`config.mk`:
```
export PLATFORM = sky130hd
export DESIGN_NAME = suffix_opdec
export DESIGN_NICKNAME = d
export VERILOG_FILES = /design/src/rtl/suffix_opdec_pkg.sv /design/src/rtl/suffix_opdec_split.sv /design/src/rtl/suffix_opdec_srcsel.sv /design/src/rtl/suffix_opdec_widen.sv /design/src/rtl/suffix_opdec.sv
export SDC_FILE = /design/constraint.sdc
export NUM_CORES = 1
export LEC_CHECK = 0
export CORE_AREA = 2 2 115 117
export DETAILED_ROUTE_END_ITERATION = 10
export DIE_AREA = 0 0 117 119
export GPL_TIMING_DRIVEN = 0
export PLACE_DENSITY = 0.8
export SETUP_SLACK_MARGIN = 0.2
export SLEW_MARGIN = 20
export SYNTH_ARGS = -nofsm -noshare
export SYNTH_HDL_FRONTEND = slang
export SYNTH_SLANG_ARGS = --single-unit
```
`constraint.sdc`:
```
create_clock -name clk -period 2.55 [get_ports clk]
set_clock_uncertainty 0.1 [all_clocks]
set_input_delay 0.255 -clock clk [delete_from_list [all_inputs] [get_ports clk]]
set_output_delay 0.255 -clock clk [all_outputs]
set_load 0.01 [all_outputs]
```
`src/rtl/suffix_opdec_pkg.sv`:
```
// Shared widths, field codes and result types for the operand decoder.
// Assumes one suffix word exactly fills the missing upper constant bits.
package suffix_opdec_pkg;
    parameter int XLEN     = 64;
    parameter int SPEC_W   = 6;
    parameter int IMM_W    = 28;
    parameter int TAG_W    = 4;
    parameter int NUM_SRC  = 2;
    localparam int HI_W    = XLEN - IMM_W;
    localparam int WORD_W  = TAG_W + HI_W;
    localparam logic [TAG_W-1:0]  TAG_SFX   = 4'hF;
    localparam logic [TAG_W-1:0]  TAG_IMM   = 4'hE;
    localparam logic [SPEC_W-1:0] SPEC_ZERO = 6'd63;
    localparam logic [SPEC_W-1:0] SPEC_IP   = 6'd62;

    typedef enum logic [1:0] {
        K_REG = 2'd0,
        K_IMM = 2'd1,
        K_SFX = 2'd2
    } word_kind_t;

    typedef struct packed {
        logic              is_const;
        logic [SPEC_W-1:0] idx;
        logic [XLEN-1:0]   value;
    } src_t;

    typedef struct packed {
        logic valid;
        logic nop;
        logic stall;
        logic sfx_used;
        src_t a;
        src_t b;
    } dec_t;
endpackage

```
`src/rtl/suffix_opdec_split.sv`:
```
// Splits an instruction word into its kind and raw fields.
// Assumes the tag sits in the top bits and both specifiers follow it;
// register-form and immediate-form words share the same bit positions.
module suffix_opdec_split
    import suffix_opdec_pkg::*;
(
    input  logic [WORD_W-1:0] word,
    output word_kind_t        kind,
    output logic [SPEC_W-1:0] spec_a,
    output logic [SPEC_W-1:0] spec_b,
    output logic              sfx_flag,
    output logic [IMM_W-1:0]  imm
);
    localparam int TAG_LSB = WORD_W - TAG_W;
    localparam int RA_LSB  = TAG_LSB - SPEC_W;
    localparam int RB_LSB  = RA_LSB - SPEC_W;

    logic [TAG_W-1:0] tag;

    // Classify the word from its tag and pull out the fixed fields.
    always_comb begin
        tag      = word[TAG_LSB +: TAG_W];
        spec_a   = word[RA_LSB +: SPEC_W];
        spec_b   = word[RB_LSB +: SPEC_W];
        sfx_flag = word[IMM_W];
        imm      = word[IMM_W-1:0];
        if (tag == TAG_SFX)      kind = K_SFX;
        else if (tag == TAG_IMM) kind = K_IMM;
        else                     kind = K_REG;
    end
endmodule

```
`src/rtl/suffix_opdec_srcsel.sv`:
```
// Resolves one register specifier into a register index or a constant.
// Specifier 63 reads as zero, specifier 62 reads as the instruction pointer.
// An inactive source reports neither an index nor a constant.
module suffix_opdec_srcsel
    import suffix_opdec_pkg::*;
(
    input  logic              active,
    input  logic [SPEC_W-1:0] spec,
    input  logic [XLEN-1:0]   ip,
    output src_t              src
);
    // Map the special specifiers to constants, pass the rest through.
    always_comb begin
        src = '0;
        if (active) begin
            if (spec == SPEC_ZERO) begin
                src.is_const = 1'b1;
            end else if (spec == SPEC_IP) begin
                src.is_const = 1'b1;
                src.value    = ip;
            end else begin
                src.idx = spec;
            end
        end
    end
endmodule

```
`src/rtl/suffix_opdec_widen.sv`:
```
// Builds the 64-bit immediate from the native field and an optional suffix.
// Assumes the suffix payload is exactly the width of the missing upper bits.
// The stall output is raw; the caller qualifies it with the word kind.
module suffix_opdec_widen
    import suffix_opdec_pkg::*;
(
    input  logic [IMM_W-1:0]  imm,
    input  logic              sfx_flag,
    input  logic [WORD_W-1:0] next_word,
    input  logic              next_valid,
    output logic [XLEN-1:0]   value,
    output logic              used,
    output logic              stall
);
    localparam int TAG_LSB = WORD_W - TAG_W;

    logic tag_ok;

    // Decide whether the next word is a usable suffix and form the constant.
    always_comb begin
        tag_ok = (next_word[TAG_LSB +: TAG_W] == TAG_SFX);
        stall  = sfx_flag & ~next_valid;
        used   = sfx_flag & next_valid & tag_ok;
        if (used) value = {next_word[HI_W-1:0], imm};
        else      value = {{HI_W{imm[IMM_W-1]}}, imm};
    end
endmodule

```
`src/rtl/suffix_opdec.sv`:
```
// Operand decoder top: resolves both source operands of one instruction
// and registers the result at the end of the decode cycle.
// Assumes the caller presents the word after the current slot on next_word.
module suffix_opdec
    import suffix_opdec_pkg::*;
(
    input  logic              clk,
    input  logic              rst_n,
    input  logic              in_valid,
    input  logic [WORD_W-1:0] inst_word,
    input  logic [WORD_W-1:0] next_word,
    input  logic              next_valid,
    input  logic [XLEN-1:0]   cur_ip,
    output logic              dec_valid,
    output logic              dec_nop,
    output logic              dec_stall,
    output logic              sfx_used,
    output logic              opa_is_const,
    output logic [SPEC_W-1:0] opa_reg,
    output logic [XLEN-1:0]   opa_value,
    output logic              opb_is_const,
    output logic [SPEC_W-1:0] opb_reg,
    output logic [XLEN-1:0]   opb_value
);
    word_kind_t        kind;
    logic [SPEC_W-1:0] spec [NUM_SRC];
    logic              active [NUM_SRC];
    src_t              src [NUM_SRC];
    logic              sfx_flag;
    logic [IMM_W-1:0]  imm;
    logic [XLEN-1:0]   imm_value;
    logic              imm_used;
    logic              imm_stall;
    dec_t              nxt;
    dec_t              q;

    suffix_opdec_split split_i (
        .word     (inst_word),
        .kind     (kind),
        .spec_a   (spec[0]),
        .spec_b   (spec[1]),
        .sfx_flag (sfx_flag),
        .imm      (imm)
    );

    suffix_opdec_widen widen_i (
        .imm        (imm),
        .sfx_flag   (sfx_flag),
        .next_word  (next_word),
        .next_valid (next_valid),
        .value      (imm_value),
        .used       (imm_used),
        .stall      (imm_stall)
    );

    // Source A is read by every non-suffix word; source B only by register form.
    always_comb begin
        active[0] = in_valid && (kind != K_SFX);
        active[1] = in_valid && (kind == K_REG);
    end

    for (genvar g = 0; g < NUM_SRC; g++) begin : g_src
        suffix_opdec_srcsel srcsel_i (
            .active (active[g]),
            .spec   (spec[g]),
            .ip     (cur_ip),
            .src    (src[g])
        );
    end

    // Combine kind, suffix state and resolved sources into the next result.
    always_comb begin
        nxt = '0;
        if (in_valid) begin
            if (kind == K_SFX) begin
                nxt.valid = 1'b1;
                nxt.nop   = 1'b1;
            end else if (kind == K_IMM && imm_stall) begin
                nxt.stall = 1'b1;
            end else begin
                nxt.valid = 1'b1;
                nxt.a     = src[0];
                if (kind == K_IMM) begin
                    nxt.b.is_const = 1'b1;
                    nxt.b.value    = imm_value;
                    nxt.sfx_used   = imm_used;
                end else begin
                    nxt.b = src[1];
                end
            end
        end
    end

    // Result register closing the decode cycle.
    always_ff @(posedge clk) begin
        if (!rst_n) q <= '0;
        else        q <= nxt;
    end

    // Drive the ports from the registered result.
    always_comb begin
        dec_valid    = q.valid;
        dec_nop      = q.nop;
        dec_stall    = q.stall;
        sfx_used     = q.sfx_used;
        opa_is_const = q.a.is_const;
        opa_reg      = q.a.idx;
        opa_value    = q.a.value;
        opb_is_const = q.b.is_const;
        opb_reg      = q.b.idx;
        opb_value    = q.b.value;
    end
endmodule

```
After elaboration in Yosys (flattened, before gate mapping)
Cells that the tools add are included.

word-level totals
  register bits = 146
  input bits = 148
  output and inout bits = 146
  word-level logic and storage cells = 59

cells by class
  equality and inequality tests = 10
  mux-type cells = 17
  bitwise gates (word level) = 10
  reductions and logical operators = 12

operator list
  kind                                           count
  two-way mux 64 bit                             3
  two-way mux 71 bit                             1
  two-way mux 70 bit                             1
  == test 6 bit, second input constant           4
  OR reduction 7 bit                             2
  == test 4 bit, second input constant           3
  two-way mux 1 bit                              10
  OR reduction 5 bit                             2
  OR reduction 8 bit                             1
  inverter 1 bit                                 7
  two-way mux 6 bit                              1
  OR reduction 4 bit                             1
  AND 1 bit                                      3
  logical AND 1 bit                              3
  OR reduction 3 bit                             1
  == test 2 x 1 -> 1 bit, second input constant  1
  == test 2 bit, second input constant           1
  logical NOT 2 bit                              1
  two-way mux 2 bit                              1
  inequality test 2 bit, second input constant   1
  AND reduction 2 bit                            1

Depth between registers and ports, before layout
Gate-level depths: netlist of the first run.

  depth after elaboration = 7
  gate-level depth with buffers = 7
  gate-level depth less buffers = 4

By module
From an unflattened synthesis of the first run, not the netlist that was laid out.

second synthesis, totals
  cell total of the unflattened synthesis = 863
  area total of the unflattened synthesis = 8274.2 sq um

modules (own cells, without submodules)
  module               instances  cells an instance  area each (sq um)  seq. area each (sq um)
  suffix_opdec         1          410                5122.4             2922.8
  suffix_opdec_srcsel  2          167                1117.3             0.0
  suffix_opdec_widen   1          76                 589.3              0.0
  suffix_opdec_split   1          43                 327.8              0.0

Worst setup path after synthesis of the first run
No wires, ideal clock.

  kind = input to register
  from = input port inst_word[37]
  to = register q, in the netlist opb_value[33]
  library setup time = 0.066 ns
  arrival time = 1.394 ns
  required time = 2.384 ns
  path slack = 0.990 ns
  cell stages on the path = 7
  buffers on the path = 3
  cell sequence = and3_1 o21a_1 or2_2 clkbuf_1 buf_2 buf_6 nor2_1

on the way
  longest elaborated chain between the ends = 7
  elaborated cells on any way between the ends = 12
  classes of those cells = eq/ne: 4; mux: 4; reduce/logical: 4

ends and longest elaborated chain
  what                  line                       source
  from (decl)           suffix_opdec.sv:10         input logic [WORD_W-1:0] inst_word,
  == test 4 bit         suffix_opdec_split.sv:28   else if (tag == TAG_IMM) kind = K_IMM;
  two-way mux 1 bit     suffix_opdec_split.sv:28
  two-way mux 2 bit *   suffix_opdec_split.sv:27   if (tag == TAG_SFX) kind = K_SFX;
  logical NOT 2 bit     suffix_opdec.sv:59         active[1] = in_valid && (kind == K_REG);
  logical AND 1 bit     suffix_opdec.sv:59
  two-way mux 71 bit    suffix_opdec_srcsel.sv:15  if (active) begin
  two-way mux 64 bit    suffix_opdec.sv:83         if (kind == K_IMM) begin
  to (signal assigned)  suffix_opdec.sv:97         else q <= nxt;
  to (decl)             suffix_opdec.sv:35         dec_t q;

Mark *: on every way between the ends. The rest lies on a longest branch, timed or not.
A chain may end at the register's enable or synchronous reset.

Final worst setup path of the first run
  from = input port inst_word[37]
  to = register q, in the netlist opb_value[46]

The elaborated chain is that of the path after synthesis.

==> metrics.md, run 1 <==
| Metric | Value |
|---|---|
| Worst Hold Class | in -> reg |
| DP Wirelength | 12,200 µm |
| Die W | 117 µm |
| Top fanout value on the critical path | 10 |
| Sequential cell fraction of total power | 0.426 |
| Crit path max-delay cell type | sky130_fd_sc_hd__nor4_4 |
| Global router's overall resource usage | 0.225 |
| Initial core utilization | 0.353 |
| Cells along the critical path | clkdlybuf4s50_1 > and3_1 > nor4_4 > clkbuf_1 > a221oi_1 > nor2_1 |
| Place WS | -0.199 ns |
| RSZ-0062 raised after global routing | false |
| Total of buffers placed on input and output ports | 293 |
| Via count of the first global-routing pass | 4,475 |
| Die Area | 13,900 µm² |
| CTS Buffer Depth | 2 |
| Total wirelength of the detailed-routed design | 16,200 µm |
| Slew Limit Fails | 0 |
| DRC errors left | 0 |
| Worst EP required | 2.80 ns |
| Die span in y | 119 µm |
| Std-Cell Rows | 42 |
| Async SR Flop Fraction | 0 |
| Core box area | 12,900 µm² |
| Maximum ir drop on the vdd rail | 0.378 mV |
| Most common flop cell mapped by yosys | sky130_fd_sc_hd__dfxtp_1 |
| Global placer's final weighted congestion | 0.878 |
| Pre-Repair DR Iteration Count | 4 |
| Status | finished clean |
| Nature of the critical path endpoint | flip-flop |
| Power density over cell area | 645 nW/µm² |
| Worst setup path class | in -> reg |
| Nets@finish | 876 |
| Reported leakage power | 3.11 nW |
| Peak Freq | 466 MHz |
| Clock network fraction of design power | 0.501 |
| Number of levels the H-tree was split into | 4 |
| Net switching power | 0.00105 W |
| Final critical-path share of the clock period | 0.841 |
| Smallest setup slack after layout | 0.405 ns |
| Pin count of the biggest net entering global routing | 17 |
| Count of distinct cell types in the synthesized netlist | 25 |
| TritonCTS buffer count | 17 |
| Mean routed wirelength per cell | 17.6 µm |
| Number of antenna violations at the first check in global routing | 0 |
| Worst hold slack after final layout | 0.328 ns |
| Layout cells sized above 1 | 0.0742 |
| Total internal power | 0.00435 W |
| Proportion of total power due to net switching | 0.195 |
| Synthesized Nets | 561 |
| Post-detailed-route via-to-cell ratio | 4.80 |
| Diodes inserted | 0 |
| Kind of start point of the critical path | primary input |
| Flip-flop and latch count after synthesis | 146 |
| Vias | 4,401 |
| Worst max-slew margin expressed relative to the limit | 0.473 |
| Count of antenna-violating nets left after detailed routing | 0 |
| Resized Gates After CTS | 0 |
| Arrival time reported for the critical path endpoint | 2.39 ns |
| Final Hold Violating Endpoints | 0 |
| Clock transition at the registers of the reported paths | 0.06 ns |
| Per-instance average area after synthesis | 11.0 µm² |
| Cell count after synthesis | 413 |
| Final min period | 2.15 ns |
| Total gr overflow | 0 |
| Wire length of the first global-routing pass | 23,500 µm |
| Final setup fails | 0 |
| Number of maximum-capacitance constraint violations | 0 |
| Sinks on the clock net | 146 |
| Sequential-to-total area share from yosys stat | 0.644 |
| Power share of the combinational group | 0.072 |
| Post-synth EDFFs | 0 |
| Buffer cell driving the clock tree root | sky130_fd_sc_hd__clkbuf_16 |
| TritonCTS clock tree | done |
| Slew at the pin closest to its max-slew limit | 0.784 ns |
| Growth of design area from synthesis to finish | 84.4% |
| Combined area of all synthesized cells | 4540 µm² |
| Number of violations reported at the end of detailed-routing iteration 0 | 258 |
| I/O pin count | 294 |
| Synth warn | 0 |
| Critical path's largest stage delay | 0.72 ns |
[synth_stat cells (2+ instances only)]
cell / n / area share
sky130_fd_sc_hd__buf_2: 14 / 0.015
sky130_fd_sc_hd__and2_1: 75 / 0.10
sky130_fd_sc_hd__nor2b_1: 2 / 0.0028
sky130_fd_sc_hd__nor4b_4: 2 / 0.010
sky130_fd_sc_hd__nand3_1: 3 / 0.0033
sky130_fd_sc_hd__dfxtp_1: 146 / 0.64
sky130_fd_sc_hd__a22oi_1: 28 / 0.046
sky130_fd_sc_hd__nor3_1: 3 / 0.0033
sky130_fd_sc_hd__nor2_1: 69 / 0.057
sky130_fd_sc_hd__clkbuf_1: 14 / 0.012
sky130_fd_sc_hd__a221oi_1: 36 / 0.069
sky130_fd_sc_hd__nand2_1: 6 / 0.0050
sky130_fd_sc_hd__buf_6: 3 / 0.0074
[area by class of cell]
type | instances | area [µm²]
Fill cell | 970 | 4500
Multi-Input combinational cell | 235 | 1460
Buffer | 31 | 156
Clock inverter | 8 | 146
Clock buffer | 24 | 512
Tap cell | 176 | 220
Inverter | 1 | 3.75
Sequential cell | 146 | 2920
Timing Repair Buffer | 296 | 2960
[through the flow]
step                      instances  cell area, µm²  power, W  utilization  TNS [ns]
after CTS                       914            8350   0.00543        0.649         0
after global routing            917            8370   0.00555        0.650         0
after floorplan                 413            4540   0.00243            -         0
after detailed placement        882            7690   0.00274        0.598     -2.48
final                           917            8370   0.00540        0.650         0
after global placement          882            7690   0.00273        0.598     -2.43
[what timing repair did]
action,4_1_cts,5_1_grt
setup endpoints to repair,0,16
hold buffers,0,0
setup buffers,0,3
[power by group through the flow]
stage | Sequential, W | Combinational, W | Clock, W
after floorplan | 0.00236 | 0.0000676 | 0
after global placement | 0.00235 | 0.000380 | 0
after detailed placement | 0.00235 | 0.000386 | 0
after CTS | 0.00230 | 0.000390 | 0.00274
after global routing | 0.00230 | 0.000413 | 0.00284
final | 0.00230 | 0.000390 | 0.00271
[critical path: cells and delay by family]
kind                   cells  cell delay [ns]
AOI/OAI and AO/OA          1             0.17
and+or+nand+nor            3             1.10
buffers and inverters      2             0.86
[routing by layer]
metal  GRT usage  vias up  share of wire
met5           0        -              0
met4       0.115        0          0.037
met3      0.0662       48          0.076
met2       0.392      222           0.51
met1       0.244     2081           0.38
li1            -     2050              -
[path summary, 6_finish.rpt]
kind | from | end | slack [ns] | cells after the start
worst max-delay path | inst_word[37] | opb_value[46]$_SDFF_PP0_ | 0.40 | 6
worst min-delay path | cur_ip[37] | opa_value[37]$_SDFF_PP0_ | 0.33 | 2
[cell usage in the layout, fill, tap and decap left out, types with 2 or more instances in the layout]
master / instances
sky130_fd_sc_hd__clkdlybuf4s50_1: 293
sky130_fd_sc_hd__dfxtp_1: 146
sky130_fd_sc_hd__and2_1: 75
sky130_fd_sc_hd__nor2_1: 69
sky130_fd_sc_hd__a221oi_1: 36
sky130_fd_sc_hd__a22oi_1: 28
sky130_fd_sc_hd__clkbuf_16: 17
sky130_fd_sc_hd__clkbuf_1: 15
sky130_fd_sc_hd__buf_2: 14
sky130_fd_sc_hd__nand2_1: 6
sky130_fd_sc_hd__clkbuf_8: 6
sky130_fd_sc_hd__bufinv_16: 4
sky130_fd_sc_hd__nand3_1: 3
sky130_fd_sc_hd__nor3_1: 3
sky130_fd_sc_hd__buf_6: 3
sky130_fd_sc_hd__buf_4: 3
sky130_fd_sc_hd__nor2b_1: 2
sky130_fd_sc_hd__nor4b_4: 2
sky130_fd_sc_hd__clkinv_2: 2
[logic make-up after synthesis]
group / count (synthesis) / synth area share
AND/OR/NAND/NOR: 167 / 0.199
AO/OA/AOI/OAI: 68 / 0.122
flip-flops: 146 / 0.644
buffers and inverters: 32 / 0.0353
No activity file was read; power rests on OpenSTA's default activity.
==> run 2, diff against run 1 <==
--- a/config.mk
+++ b/config.mk
@@ -5,9 +5,8 @@
 export SDC_FILE = /design/constraint.sdc
 export NUM_CORES = 1
 export LEC_CHECK = 0
-export CORE_AREA = 2 2 115 117
+export CORE_UTILIZATION = 36
 export DETAILED_ROUTE_END_ITERATION = 10
-export DIE_AREA = 0 0 117 119
 export GPL_TIMING_DRIVEN = 0
 export PLACE_DENSITY = 0.8
 export SETUP_SLACK_MARGIN = 0.2
==> constraint.sdc (replaced) <==
create_clock -name clk -period 2 [get_ports clk]
set_clock_uncertainty 0.1 [all_clocks]
set_input_delay 0.2 -clock clk [delete_from_list [all_inputs] [get_ports clk]]
set_output_delay 0.2 -clock clk [all_outputs]
set_load 0.01 [all_outputs]
==> run 2 against run 1 <==
  * Highest routed layer unchanged
  * Critical path depth rose by 2
  * First-iteration DRC count fell by 3.5%
  * Wire length up 0.46%
  * Non-clock buffer count up 7
  * Via count down 0.16%
  * Sequential cell count unchanged
  * Sequential share of layout area down 0.61 points
  * Cell area up 1.8%
  * Worst setup slack worse by 0.17 ns
==> metrics.md, run 2 (synthesis gave the netlist of run 1 again) <==
| Metric | Value |
|---|---|
| Clock network fraction of design power | 0.510 (+0.009) |
| Die span in y | 114 µm (-3.9%) |
| Vias | 4,394 (-0.16%) |
| Slew at the pin closest to its max-slew limit | 0.505 ns (-0.279 ns) |
| Wire length of the first global-routing pass | 23,700 µm (+1.0%) |
| Count of antenna-violating nets left after detailed routing | 0 (unchanged) |
| Global router's overall resource usage | 0.247 (+0.0213) |
| Die Area | 13,100 µm² (-6.2%) |
| Total wirelength of the detailed-routed design | 16,200 µm (+0.46%) |
| Buffer cell driving the clock tree root | sky130_fd_sc_hd__clkbuf_16 |
| Cells along the critical path | clkdlybuf4s50_1 > and4b_1 > clkbuf_4 > nor4b_4 > buf_4 > clkbuf_4 > a221oi_1 > nor2_1 |
| Number of placed instances, taps included | 874 (-0.91%) |
| Setup TNS after final layout | 0 ns (unchanged) |
| Number of cells in the finished layout apart from fillers | 915 (-0.22%) |
| Clock transition at the registers of the reported paths | 0.06 ns (about the same) |
| Status | finished clean |
| Net switching power | 0.00134 W (+28%) |
| Worst EP required | 2.19 ns (-0.61 ns) |
| Final critical-path share of the clock period | 0.883 |
| Global placer's final weighted congestion | 0.837 (-4.7%) |
| Diodes inserted | 0 (unchanged) |
| Pre-Repair DR Iteration Count | 4 (unchanged) |
| GR Util met3 | 0.0842 (+0.0180) |
| Worst max-slew margin expressed relative to the limit | 0.660 (+0.187) |
| Die W | 114 µm (-2.3%) |
| Via count of the first global-routing pass | 4,462 (-0.29%) |
| Reported leakage power | 3.20 nW (+3.2%) |
| Sequential cell fraction of total power | 0.417 (-0.009) |
| Power density over cell area | 826 nW/µm² (+28%) |
| Growth of design area from synthesis to finish | 87.7% |
| Number of violations reported at the end of detailed-routing iteration 0 | 249 (-3.5%) |
| Number of fill cells | 913 (-5.9%) |
| RSZ-0062 raised after global routing | true |
| Arrival time reported for the critical path endpoint | 1.96 ns (-0.43 ns) |
| Worst Hold Class | in -> reg |
| Nature of the critical path endpoint | flip-flop |
| DP Wirelength | 12,300 µm (+0.61%) |
| Global-route met2 utilization | 0.428 (+0.0359) |
| Final Hold Violating Endpoints | 0 (unchanged) |
| Peak Freq | 566 MHz |
| Most common cell after layout, fill and taps aside | sky130_fd_sc_hd__clkdlybuf4s50_1 |
| Number of levels the H-tree was split into | 4 (unchanged) |
| TritonCTS clock tree | done |
| Top fanout value on the critical path | 10 (unchanged) |
| Post-detailed-route via-to-cell ratio | 4.80 (about the same) |
| Final setup fails | 0 (unchanged) |
| Crit path max-delay cell type | sky130_fd_sc_hd__clkdlybuf4s50_1 |
| Met1 global-route usage | 0.254 (+0.0100) |
| Core box area | 12,200 µm² (-5.5%) |
| Pin count of the biggest net entering global routing | 17 (unchanged) |
| Power share of the combinational group | 0.072 (about the same) |
| Number of maximum-capacitance constraint violations | 0 (unchanged) |
| Nets@finish | 883 (+0.80%) |
| Std-Cell Rows | 40 (-4.8%) |
| TritonCTS buffer count | 17 (unchanged) |
| DRC errors left | 0 (unchanged) |
| Kind of start point of the critical path | primary input |
| Slew Limit Fails | 0 (unchanged) |
| Layout cells sized above 1 | 0.106 (+0.0315) |
| CTS Buffer Depth | 2 (unchanged) |
| Initial core utilization | 0.373 (+0.0207) |
| Total internal power | 0.00570 W (+31%) |
| Cell seen most often among critical-path stages | sky130_fd_sc_hd__clkbuf_4 |
| Mean routed wirelength per cell | 17.7 µm (+0.68%) |
| Critical path's largest stage delay | 0.50 ns (-0.22 ns) |
| Maximum ir drop on the vdd rail | 0.427 mV (+13%) |
| Most heavily used metal layer in global routing | met2 |
| Commonest cells after routing, fill and taps aside | sky130_fd_sc_hd__clkdlybuf4s50_1 (293), sky130_fd_sc_hd__dfxtp_1 (146), sky130_fd_sc_hd__and2_1 (75) |
| Worst setup path class | in -> reg |
| Total gr overflow | 0 (unchanged) |
| Total of buffers placed on input and output ports | 293 (unchanged) |
| Sinks on the clock net | 146 (unchanged) |
| Proportion of total power due to net switching | 0.191 (-0.00418) |
| Number of antenna violations at the first check in global routing | 0 (unchanged) |
| Final min period | 1.77 ns |
| I/O pin count | 294 (unchanged) |
-- run 2: changes by cell type in the layout (fill, tap and decap cells not counted), sizes merged --
cell	before	now
buf	20	25
bufinv	4	6
clkinv	3	2
-- run 2: final timing paths --
kind | start | end | slack [ns] | cells after the start
worst max-delay path | inst_word[36] | opb_value[62]$_SDFF_PP0_ | 0.23 | 8
worst min-delay path | rst_n | dec_nop$_SDFF_PP0_ | 0.27 | 3
-- run 2: final cells by class --
type                    count  area [µm²]  area share
plain buffers              31         191      0.0225
clock buffers              22         474      0.0556
inverters                   1        3.75    0.000440
well taps                 168         210      0.0247
repair buffers            303        3020       0.354
flip-flops and latches    146        2920       0.343
multi-input cells         235        1500       0.176
clock inverters             9         201      0.0236
-- run 2: routing by layer --
layer | wire length (µm) | share of wire
met5 | 0 | 0
met1 | 5970 | 0.37
met3 | 1310 | 0.081
met2 | 8140 | 0.50
met4 | 801 | 0.049
-- run 2: power groups by stage --
stage / clock network (W) / registers (W) / logic (W)
global route: 0.00377 / 0.00294 / 0.000538
CTS: 0.00363 / 0.00294 / 0.000503
finish: 0.00359 / 0.00294 / 0.000511
global placement: 0 / 0.00300 / 0.000485
floorplan: 0 / 0.00301 / 0.0000861
detailed placement: 0 / 0.00300 / 0.000494
-- run 2: timing repair --
item                       CTS  global route
pin swaps                    2             0
hold buffers                 0             0
setup endpoints to repair  124            50
setup buffers                9             1
gates resized for setup     10            24
-- run 2: through the flow --
step                      utilization  cell area (µm²)  setup WS (ns)  hold WS (ns)  power (W)
final                           0.701             8520          0.233         0.274    0.00704
after global routing            0.701             8520          0.160         0.273    0.00724
after CTS                       0.695             8460          0.200         0.256    0.00707
after detailed placement        0.632             7680         -0.564         0.703    0.00349
after global placement          0.632             7680         -0.498         0.698    0.00348
after floorplan                     -             4540          0.495         0.222    0.00310
-- run 2: critical path: cells and delay by family --
kind	cells	cell delay [ns]
compound gates	1	0.26
simple gates	3	0.44
buf+inv	4	1.05
==> run 3, diff against run 2 <==
--- a/config.mk
+++ b/config.mk
@@ -5,10 +5,10 @@
 export SDC_FILE = /design/constraint.sdc
 export NUM_CORES = 1
 export LEC_CHECK = 0
-export CORE_UTILIZATION = 36
+export CORE_UTILIZATION = 35
 export DETAILED_ROUTE_END_ITERATION = 10
 export GPL_TIMING_DRIVEN = 0
-export PLACE_DENSITY = 0.8
+export PLACE_DENSITY = 0.88
 export SETUP_SLACK_MARGIN = 0.2
 export SLEW_MARGIN = 20
 export SYNTH_ARGS = -nofsm -noshare
==> run 3 against run 2 <==
  * Global-route usage is 0.33 points higher
  * Utilization down 2.5 points
  * Cell area barely moved
  * First-iteration DRC count up 21%
  * Hold slack improved by 0.010 ns
  * Highest routed layer unchanged
  * Largest cell class unchanged
  * Largest power group unchanged
==> metrics.md, run 3 (synthesis gave the netlist of run 1 again) <==
| Metric | Value |
|---|---|
| Status | finished clean |
| Number of antenna violations at the first check in global routing | 0 (unchanged) |
| Sinks on the clock net | 146 (unchanged) |
| Cells along the critical path | clkdlybuf4s50_1 > nand2_1 > o311a_1 > buf_2 > buf_2 > a221oi_1 > nor2_1 |
| Hold Path Sink | dec_nop$_SDFF_PP0_ |
| Commonest cells after routing, fill and taps aside | sky130_fd_sc_hd__clkdlybuf4s50_1 (292), sky130_fd_sc_hd__dfxtp_1 (146), sky130_fd_sc_hd__and2_1 (75) |
| Peak Freq | 566 MHz (about the same) |
| Total gr overflow | 0 (unchanged) |
| Critical path's largest stage delay | 0.50 ns (about the same) |
| TritonCTS clock tree | done |
| Cell seen most often among critical-path stages | sky130_fd_sc_hd__buf_2 |
| Vias | 4,537 (+3.3%) |
| Final min period | 1.77 ns (-0.00116 ns) |
| Mean routed wirelength per cell | 18.5 µm (+4.6%) |
| Slew at the pin closest to its max-slew limit | 0.583 ns (+0.0778 ns) |
| DRC errors left | 0 (unchanged) |
| Nature of the critical path endpoint | flip-flop |
| Worst EP required | 2.19 ns (about the same) |
| Layout cells sized above 1 | 0.112 (+0.00654) |
| Die Area | 13,400 µm² (+2.8%) |
| Final critical-path share of the clock period | 0.883 (about the same) |
| WP buf/inv | 3 (-1) |
| Via count of the first global-routing pass | 4,652 (+4.3%) |
| Number of maximum-capacitance constraint violations | 0 (unchanged) |
| Top fanout value on the critical path | 10 (unchanged) |
| Growth of design area from synthesis to finish | 87.8% (about the same) |
| I/O pin count | 294 (unchanged) |
| Global placer's final weighted congestion | 0.822 (-1.8%) |
| Arrival time reported for the critical path endpoint | 1.96 ns (about the same) |
| Crit path max-delay cell type | sky130_fd_sc_hd__clkdlybuf4s50_1 |
| CTS Buffer Depth | 2 (unchanged) |
| Std-Cell Rows | 41 (+2.5%) |
| RSZ-0062 raised after global routing | true |
| Clock transition at the registers of the reported paths | 0.06 ns (about the same) |
| Worst max-slew margin expressed relative to the limit | 0.608 (-0.0523) |
| Diodes inserted | 0 (unchanged) |
| Nets@finish | 883 (unchanged) |
| Final setup fails | 0 (unchanged) |
| Wire length of the first global-routing pass | 24,700 µm (+3.9%) |
| Total non-filler cell area in the finished layout | 8530 µm² (about the same) |
| Global router's overall resource usage | 0.250 (+0.00325) |
| Kind of start point of the critical path | primary input |
| Power density over cell area | 796 nW/µm² (-3.7%) |
| Core box area | 12,600 µm² (+3.8%) |
| Die span in y | 116 µm (+1.4%) |
| Largest delay contributor family on the critical path | buffers and inverters |
| Hold path startpoint | rst_n |
| Die W | 116 µm (+1.4%) |
| Initial core utilization | 0.360 (-0.0135) |
| Number of cells in the finished layout apart from fillers | 920 (+0.55%) |
| TritonCTS buffer count | 17 (unchanged) |
| Pre-Repair DR Iteration Count | 4 (unchanged) |
| Worst Hold Class | in -> reg |
| Count of antenna-violating nets left after detailed routing | 0 (unchanged) |
| Slew Limit Fails | 0 (unchanged) |
| Logic depth of the worst path, buffers included | 7 (-1) |
| Reported leakage power | 3.20 nW (about the same) |
| Pin count of the biggest net entering global routing | 17 (unchanged) |
| Number of levels the H-tree was split into | 4 (unchanged) |
| Hold path cells | 3 (unchanged) |
| Worst setup path class | in -> reg |
| Number of violations reported at the end of detailed-routing iteration 0 | 302 (+21%) |
| DP Wirelength | 12,600 µm (+2.1%) |
| Buffer cell driving the clock tree root | sky130_fd_sc_hd__clkbuf_16 |
| Maximum ir drop on the vdd rail | 0.509 mV (+19%) |
| Post-detailed-route via-to-cell ratio | 4.93 (+2.7%) |
| Final Hold Violating Endpoints | 0 (unchanged) |
| Total wirelength of the detailed-routed design | 17,100 µm (+5.2%) |
| Total of buffers placed on input and output ports | 293 (unchanged) |
| Most common cell after layout, fill and taps aside | sky130_fd_sc_hd__clkdlybuf4s50_1 |
| Number of fill cells | 953 (+4.4%) |
| Placed Instance Area | 7690 µm² (about the same) |
| Number of placed instances, taps included | 878 (+0.46%) |
## run 3: stage by stage
stage                     worst slack [ns]  hold slack [ns]  total power (W)  TNS [ns]  utilization
after floorplan                      0.495            0.222          0.00310         0            -
after global placement              -0.553            0.698          0.00348    -54.89        0.609
after detailed placement            -0.627            0.702          0.00349    -58.99        0.609
after CTS                            0.201            0.270          0.00683         0        0.668
after global routing                 0.196            0.280          0.00699         0        0.676
final                                0.234            0.284          0.00679         0        0.676
## run 3: tightest hold or removal path, stage by stage
cell and delay, ns:
sky130_fd_sc_hd__clkdlybuf4s50_1 0.42, sky130_fd_sc_hd__nand3_1 0.09, sky130_fd_sc_hd__nor2_1 0.04
## run 3: power breakdown
part	internal, W	leakage [nW]	switching, W	total [W]
logic	0.000335	1.72	0.000181	0.000516
clock network	0.00217	0.306	0.00117	0.00333
registers	0.00293	1.18	0.00000630	0.00294
## run 3: worst max-delay path by stage
| stage | from | slack (ns) | endpoint |
|---|---|---|---|
| 2_1_floorplan | inst_word[37] | 0.50 | opb_value[33]$_SDFF_PP0_ |
| 3_3_place_gp | inst_word[37] | -0.55 | opa_value[30]$_SDFF_PP0_ |
| 3_5_place_dp | inst_word[37] | -0.63 | opa_value[27]$_SDFF_PP0_ |
| 4_1_cts | inst_word[36] | 0.20 | opb_value[34]$_SDFF_PP0_ |
| 5_1_grt | inst_word[37] | 0.20 | opa_value[56]$_SDFF_PP0_ |
| 6_report | inst_word[28] | 0.23 | opb_value[43]$_SDFF_PP0_ |
## run 3: cell type report
class | count | area, µm² | area share
Multi-Input combinational cell | 235 | 1540 | 0.180
Sequential cell | 146 | 2920 | 0.343
Tap cell | 172 | 215 | 0.0252
Inverter | 1 | 3.75 | 0.000440
Timing Repair Buffer | 303 | 3010 | 0.353
Clock inverter | 7 | 119 | 0.0139
Clock buffer | 25 | 515 | 0.0605
Buffer | 31 | 201 | 0.0236
## run 3: routing by layer
layer  track usage  vias up  share of wire  routed length [µm]
li1              -     2072              -                   -
met1         0.265     2187           0.38                6420
met2         0.447      232           0.52                8920
met3        0.0753       46          0.067                1150
met4         0.127        0          0.034                 582
met5             0        -              0                   0
## run 3: timing repair
item | CTS | global route
setup buffers | 9 | 0
pin swaps | 2 | 1
hold buffers | 0 | 1
setup endpoints to repair | 121 | 79
resized for setup | 14 | 32
endpoints found under the hold margin | 0 | 1
